$ cat config.mk
export PLATFORM = sky130hd
export DESIGN_NAME = balanced_scalar_mult
export DESIGN_NICKNAME = d
export VERILOG_FILES = /design/src/rtl/bsm_pkg.sv /design/src/rtl/bsm_op_unit.sv /design/src/rtl/bsm_slot_bank.sv /design/src/rtl/bsm_seq.sv /design/src/rtl/balanced_scalar_mult.sv
export SDC_FILE = /design/constraint.sdc
export NUM_CORES = 1
export LEC_CHECK = 0
export BUFFER_PORTS_ARGS = -buffer_cell sky130_fd_sc_hd__buf_2
export CAP_MARGIN = 25
export CELL_PAD_IN_SITES_DETAIL_PLACEMENT = 0
export CELL_PAD_IN_SITES_GLOBAL_PLACEMENT = 1
export CORE_UTILIZATION = 43
export DETAILED_ROUTE_END_ITERATION = 10
export PLACE_DENSITY = 0.86
export SYNTH_ARGS = -nofsm -noshare
export SYNTH_HDL_FRONTEND = slang
export SYNTH_SLANG_ARGS = --single-unit
$ cat constraint.sdc
create_clock -name clk_i -period 3.4 [get_ports clk_i]
set_input_delay 0.34 -clock clk_i [delete_from_list [all_inputs] [get_ports clk_i]]
set_output_delay 0.34 -clock clk_i [all_outputs]
set_load 0.005 [all_outputs]
$ cat src/rtl/bsm_pkg.sv
package bsm_pkg;
  typedef enum logic [1:0] {
    ST_IDLE  = 2'd0,
    ST_ISSUE = 2'd1,
    ST_WAIT  = 2'd2,
    ST_DONE  = 2'd3
  } state_e;

  localparam int unsigned NUM_SLOTS  = 3;
  localparam int unsigned SLOT_Q     = 0;
  localparam int unsigned SLOT_S     = 1;
  localparam int unsigned SLOT_DUMMY = 2;
endpackage

$ cat src/rtl/bsm_op_unit.sv
module bsm_op_unit #(
  parameter int unsigned W   = 16,
  parameter int unsigned MOD = 65521,
  parameter int unsigned LAT = 2
) (
  input  logic         clk_i,
  input  logic         rst_ni,
  input  logic         vld_i,
  input  logic [W-1:0] a_i,
  input  logic [W-1:0] b_i,
  output logic         vld_o,
  output logic [W-1:0] res_o
);
  localparam logic [W:0] MOD_W = (W+1)'(MOD);

  logic [W:0]   sum;
  logic [W:0]   sub;
  logic [W-1:0] red;

  always_comb begin
    sum = {1'b0, a_i} + {1'b0, b_i};
    sub = sum - MOD_W;
    red = (sum >= MOD_W) ? sub[W-1:0] : sum[W-1:0];
  end

  logic [LAT-1:0] vld_q;
  logic [W-1:0]   dat_q [LAT];

  for (genvar g = 0; g < LAT; g++) begin : g_stage
    if (g == 0) begin : g_first
      always_ff @(posedge clk_i or negedge rst_ni) begin
        if (!rst_ni) begin
          vld_q[0] <= 1'b0;
          dat_q[0] <= '0;
        end else begin
          vld_q[0] <= vld_i;
          if (vld_i) dat_q[0] <= red;
        end
      end
    end else begin : g_next
      always_ff @(posedge clk_i or negedge rst_ni) begin
        if (!rst_ni) begin
          vld_q[g] <= 1'b0;
          dat_q[g] <= '0;
        end else begin
          vld_q[g] <= vld_q[g-1];
          dat_q[g] <= dat_q[g-1];
        end
      end
    end
  end

  assign vld_o = vld_q[LAT-1];
  assign res_o = dat_q[LAT-1];
endmodule

$ cat src/rtl/bsm_slot_bank.sv
module bsm_slot_bank #(
  parameter int unsigned W     = 16,
  parameter int unsigned SLOTS = 3,
  localparam int unsigned SAW  = (SLOTS > 1) ? $clog2(SLOTS) : 1
) (
  input  logic                  clk_i,
  input  logic                  rst_ni,
  input  logic                  we_a_i,
  input  logic [SAW-1:0]        addr_a_i,
  input  logic [W-1:0]          data_a_i,
  input  logic                  we_b_i,
  input  logic [SAW-1:0]        addr_b_i,
  input  logic [W-1:0]          data_b_i,
  output logic [SLOTS-1:0][W-1:0] slots_o
);
  for (genvar s = 0; s < SLOTS; s++) begin : g_slot
    always_ff @(posedge clk_i or negedge rst_ni) begin
      if (!rst_ni) begin
        slots_o[s] <= '0;
      end else if (we_a_i && addr_a_i == SAW'(s)) begin
        slots_o[s] <= data_a_i;
      end else if (we_b_i && addr_b_i == SAW'(s)) begin
        slots_o[s] <= data_b_i;
      end
    end
  end
endmodule

$ cat src/rtl/bsm_seq.sv
module bsm_seq
  import bsm_pkg::*;
#(
  parameter int unsigned KW = 8,
  localparam int unsigned IW = (KW > 1) ? $clog2(KW) : 1
) (
  input  logic          clk_i,
  input  logic          rst_ni,
  input  logic          start_i,
  input  logic [KW-1:0] scalar_i,
  input  logic          res_vld_i,
  output logic          init_o,
  output logic          issue_o,
  output logic          wb_o,
  output logic          key_bit_o,
  output logic          busy_o,
  output logic          done_o
);
  state_e        state_q;
  logic [KW-1:0] k_q;
  logic [IW-1:0] idx_q;

  always_ff @(posedge clk_i or negedge rst_ni) begin
    if (!rst_ni) begin
      state_q <= ST_IDLE;
      k_q     <= '0;
      idx_q   <= '0;
    end else begin
      unique case (state_q)
        ST_IDLE: if (start_i) begin
          k_q     <= scalar_i;
          idx_q   <= '0;
          state_q <= ST_ISSUE;
        end
        ST_ISSUE: state_q <= ST_WAIT;
        ST_WAIT: if (res_vld_i) begin
          if (idx_q == IW'(KW-1)) begin
            state_q <= ST_DONE;
          end else begin
            idx_q   <= idx_q + 1'b1;
            state_q <= ST_ISSUE;
          end
        end
        ST_DONE: state_q <= ST_IDLE;
        default: state_q <= ST_IDLE;
      endcase
    end
  end

  // key bit only steers the write slot, never the schedule
  assign key_bit_o = k_q[idx_q];
  assign init_o    = (state_q == ST_IDLE) && start_i;
  assign issue_o   = (state_q == ST_ISSUE);
  assign wb_o      = (state_q == ST_WAIT) && res_vld_i;
  assign busy_o    = (state_q == ST_ISSUE) || (state_q == ST_WAIT);
  assign done_o    = (state_q == ST_DONE);
endmodule

$ cat src/rtl/balanced_scalar_mult.sv
module balanced_scalar_mult
  import bsm_pkg::*;
#(
  parameter int unsigned W   = 16,
  parameter int unsigned KW  = 8,
  parameter int unsigned LAT = 2,
  parameter int unsigned MOD = 65521
) (
  input  logic          clk_i,
  input  logic          rst_ni,
  input  logic          start_i,
  input  logic [KW-1:0] scalar_i,
  input  logic [W-1:0]  point_i,
  output logic          busy_o,
  output logic          done_o,
  output logic [W-1:0]  result_o
);
  localparam int unsigned SAW = $clog2(NUM_SLOTS);

  logic init, issue, wb, key_bit;
  logic add_vld, dbl_vld;
  logic [W-1:0] add_res, dbl_res;
  logic [NUM_SLOTS-1:0][W-1:0] slots;
  logic [W-1:0] q_val, s_val;

  logic           we_a, we_b;
  logic [SAW-1:0] addr_a, addr_b;
  logic [W-1:0]   data_a, data_b;

  assign q_val = slots[SLOT_Q];
  assign s_val = slots[SLOT_S];

  bsm_seq #(.KW(KW)) u_seq (
    .clk_i     (clk_i),
    .rst_ni    (rst_ni),
    .start_i   (start_i),
    .scalar_i  (scalar_i),
    .res_vld_i (add_vld),
    .init_o    (init),
    .issue_o   (issue),
    .wb_o      (wb),
    .key_bit_o (key_bit),
    .busy_o    (busy_o),
    .done_o    (done_o)
  );

  bsm_op_unit #(.W(W), .MOD(MOD), .LAT(LAT)) u_add (
    .clk_i  (clk_i),
    .rst_ni (rst_ni),
    .vld_i  (issue),
    .a_i    (q_val),
    .b_i    (s_val),
    .vld_o  (add_vld),
    .res_o  (add_res)
  );

  bsm_op_unit #(.W(W), .MOD(MOD), .LAT(LAT)) u_dbl (
    .clk_i  (clk_i),
    .rst_ni (rst_ni),
    .vld_i  (issue),
    .a_i    (s_val),
    .b_i    (s_val),
    .vld_o  (dbl_vld),
    .res_o  (dbl_res)
  );

  always_comb begin
    we_a   = 1'b0;
    addr_a = SAW'(SLOT_Q);
    data_a = '0;
    we_b   = 1'b0;
    addr_b = SAW'(SLOT_S);
    data_b = '0;
    if (init) begin
      we_a   = 1'b1;
      we_b   = 1'b1;
      data_b = point_i;
    end else if (wb) begin
      we_a   = 1'b1;
      addr_a = key_bit ? SAW'(SLOT_Q) : SAW'(SLOT_DUMMY);
      data_a = add_res;
      we_b   = 1'b1;
      data_b = dbl_res;
    end
  end

  bsm_slot_bank #(.W(W), .SLOTS(NUM_SLOTS)) u_bank (
    .clk_i    (clk_i),
    .rst_ni   (rst_ni),
    .we_a_i   (we_a),
    .addr_a_i (addr_a),
    .data_a_i (data_a),
    .we_b_i   (we_b),
    .addr_b_i (addr_b),
    .data_b_i (data_b),
    .slots_o  (slots)
  );

  assign result_o = q_val;
endmodule

==> qor.yml <==
worst_setup_path:
  crit_start: "u_bank.slots_o[16]"
  r2r_slack_ns: 0.003
  required_ns: 3.68
  crit_end: "u_add.dat_q[21]"
  critPathCaptureType: "register"
  cp_max_fo: 4
  r2r-end: "u_add.dat_q[21]"
  r2r-start: "u_bank.slots_o[16]"
  crit_type: "reg -> reg"
  reg2reg_depth: 12
  critPathArrivalTime_ns: 3.67
  cp-start-kind: "register"
cells_and_area:
  diodes: 0
  mostFrequentLayoutCell: "dfrtp_1"
  fill_cells: 1229
  fin_nets: 706
  drive_gt1_frac: 0.250
  fin_area_mm2: 0.00707
  final_cell_mix: "dfrtp_1 (111), buf_4 (60), nand2_1 (58), nor2_1 (58), buf_2 (43)"
  syn2layout_area_growth_pct: 21.1
min_path:
  hold_path_class: "in -> async"
power_and_ir_drop:
  peakVddDrop_mv: 0.459
  p_sw_frac: 0.424
  powerDensity_mw_per_mm2: 1080
  p_seq_frac: 0.312
  pwr-share-comb: 0.545
  clkPwrFrac: 0.143
  power_switching_uw: 3250
  leakage_uw: 0.00329
  p_int_uw: 4410
  p_total_uw: 7660
drt:
  drtAntennaViolNets: 0
  viasPerCell: 5.29
  first_pass_iters: 5
  wl_um: 13700
  routedWlPerCell_um: 16.4
  drc: 0
  vias: 4408
  first_iter_violations: 279
floorplanning:
  fp.dieW_um: 119
  num_rows: 42
  start_util: 0.441
  core-area_mm2: 0.0132
  io_pins: 45
  die-height_um: 119
  fp.dieArea_mm2: 0.0140
synth:
  synth_area_leader_cell: "dfrtp_1"
  seq_area_frac_synth: 0.476
  netlist_instances: 576
  synth_nets: 630
  synth_edf_count: 0
  ys_seq_elements: 111
  yosysTopAreaCellShare: 0.476
  synth_area_per_cell_um2: 10.1
  async_flop_share: 1.00
  synthFlopType: "dfrtp_1"
  synth_cell_type_count: 64
  yosys_warnings: 0
  synthTopCellsByArea: "dfrtp_1 (48%), mux2i_1 (6.0%), ha_1 (5.6%)"
  syn_area_mm2: 0.00584
sta:
  relSlewSlack: 0.419
  worst_pin_slew_ns: 0.872
  fin_crit_sh: 0.999
  whs_ns: 0.0434
  rsz0062_at_grt: "yes"
  hold_violations: 0
  final_max_slew_viol_count: 0
  fmax_mhz: 294
  skew_ns: 0.00976
  fin_setup_tns_ns: 0
  setup_viol: 0
  final.min_clock_period_ns: 3.40
global_routing:
  met3_usage: 0.0420
  met2_usage: 0.331
  grt_util_all_layers: 0.205
  groute.layer.met1.usage: 0.278
  grt_max_degree: 112
  antenna_found_initial: 0
  grt_pass1_vias: 4527
  grt_busiest_layer: "met2"
  grt_pass1_wl_um: 22600
  grt-ovfl-total: 0
run_status:
  status: "complete, no violations"
clock_tree:
  cts_hold_buf: 0
  htree_levels: 3
  cts_made_buffers: 9
  cts_buffer_depth: 2
  clk_pin_slew_worst_paths_ns: 0.08
  clk_latency_ns: 0.36
  clock_sinks: 111
  cts_tree: "yes"
  root_buffer: "clkbuf_16"
place:
  io_buffers: 44
  hpwl_um: 9770
  gp_congestion: 0.887
  place_area_mm2: 0.00653
flow_run:
  maxCapViolations: 0
## power groups by stage
stage	combinational [uW]	clock, uW	sequential, uW
finish	4180	1090	2390
global route	4630	1160	2460
global placement	3720	0	2390
CTS	4020	1110	2400
detailed placement	3830	0	2420
floorplan	2690	0	2290
## state kept, by name, indices dropped and copies added (netlist names), 2 cells and up
name,count
u_add.dat_q,16
u_add.res_o,16
u_bank.slots_o,32
u_dbl.dat_q,16
u_dbl.res_o,16
u_seq.idx_q,3
u_seq.k_q,8
u_seq.state_q,2
## cell usage after synthesis (2+ instances only)
master and number:
o21ai_1 2, a21boi_0 4, mux2i_1 35, and3b_1 2
nor4_2 2, clkbuf_1 19, mux2_2 6, and2_1 3
o21a_1 2, nand2_1 58, buf_2 2, nand2b_1 8
a211o_1 3, buf_4 17, dfrtp_1 111, xor2_1 13
nor4_1 3, nor3b_1 3, o31a_1 2, a221oi_1 2
ha_1 26, nor2_1 59, nor2b_1 9, o21ai_0 26
a21oi_1 40, or3_1 2, xnor2_1 21, mux4_2 2
nor3_1 14, a22o_1 2, a21o_1 8, or4_1 2
nand3b_1 2, nand3_1 17, a31oi_1 3, nand4_1 7
inv_1 11, a21boi_1 2
## metrics by stage
step / setup WS, ns / util / cells
2_1_floorplan: 0.0532 / - / 576
6_report: 0.00322 / 0.534 / 833
3_5_place_dp: -0.235 / 0.493 / 810
4_1_cts: -0.134 / 0.524 / 829
3_3_place_gp: -0.120 / 0.493 / 810
5_1_grt: -0.170 / 0.534 / 833
## worst min-delay path by stage
stage                                   end
after floorplan             u_add.dat_q[16]
after detailed placement    u_add.res_o[11]
after CTS                 u_bank.slots_o[1]
final                        u_add.res_o[1]
after global routing      u_bank.slots_o[1]
after global placement          u_add.vld_o
## critical path, cell delays in order, from the launching register on
cell       delay, ns
dfrtp_1         0.39
ha_2            0.19
fa_2            0.37
a211oi_4        0.34
o21ai_2         0.13
a21boi_2        0.24
o2111ai_4       0.14
nor4b_4         0.36
nand4b_4        0.16
o21a_1          0.24
o31a_1          0.30
a311o_1         0.36
o221ai_1        0.07
## repair_timing
item                                    in CTS  in global routing
gates resized for setup                     16                 18
buffers inserted                             3                  4
endpoints found under the setup margin      15                 16
pin swaps                                    9                 10
## routing by layer
| layer | vias to the layer above | part of all wire |
|---|---|---|
| met1 | 2150 | 0.47 |
| met3 | 18 | 0.036 |
| met2 | 79 | 0.48 |
| met5 | - | 0 |
| li1 | 2161 | - |
| met4 | 0 | 0.015 |
## cell families after synthesis
family                   synth area share
AND/OR/NAND/NOR                     0.163
AO/OA/AOI/OAI                       0.124
flip-flops                          0.476
buffers and inverters              0.0454
multiplexers                       0.0812
XOR/XNOR                           0.0510
adder cells (fa/ha/maj)            0.0591
## final cells by class
class                           instances  area, um^2  share of cell area
Timing Repair Buffer                  105         697              0.0985
Clock buffer                            9         225              0.0318
Tap cell                              176         220              0.0311
Multi-Input combinational cell        414        3040               0.429
Sequential cell                       111        2780               0.393
Inverter                               11        41.3             0.00584
Clock inverter                          7        76.3              0.0108
Note: power is estimated with default switching activity, not from simulation.
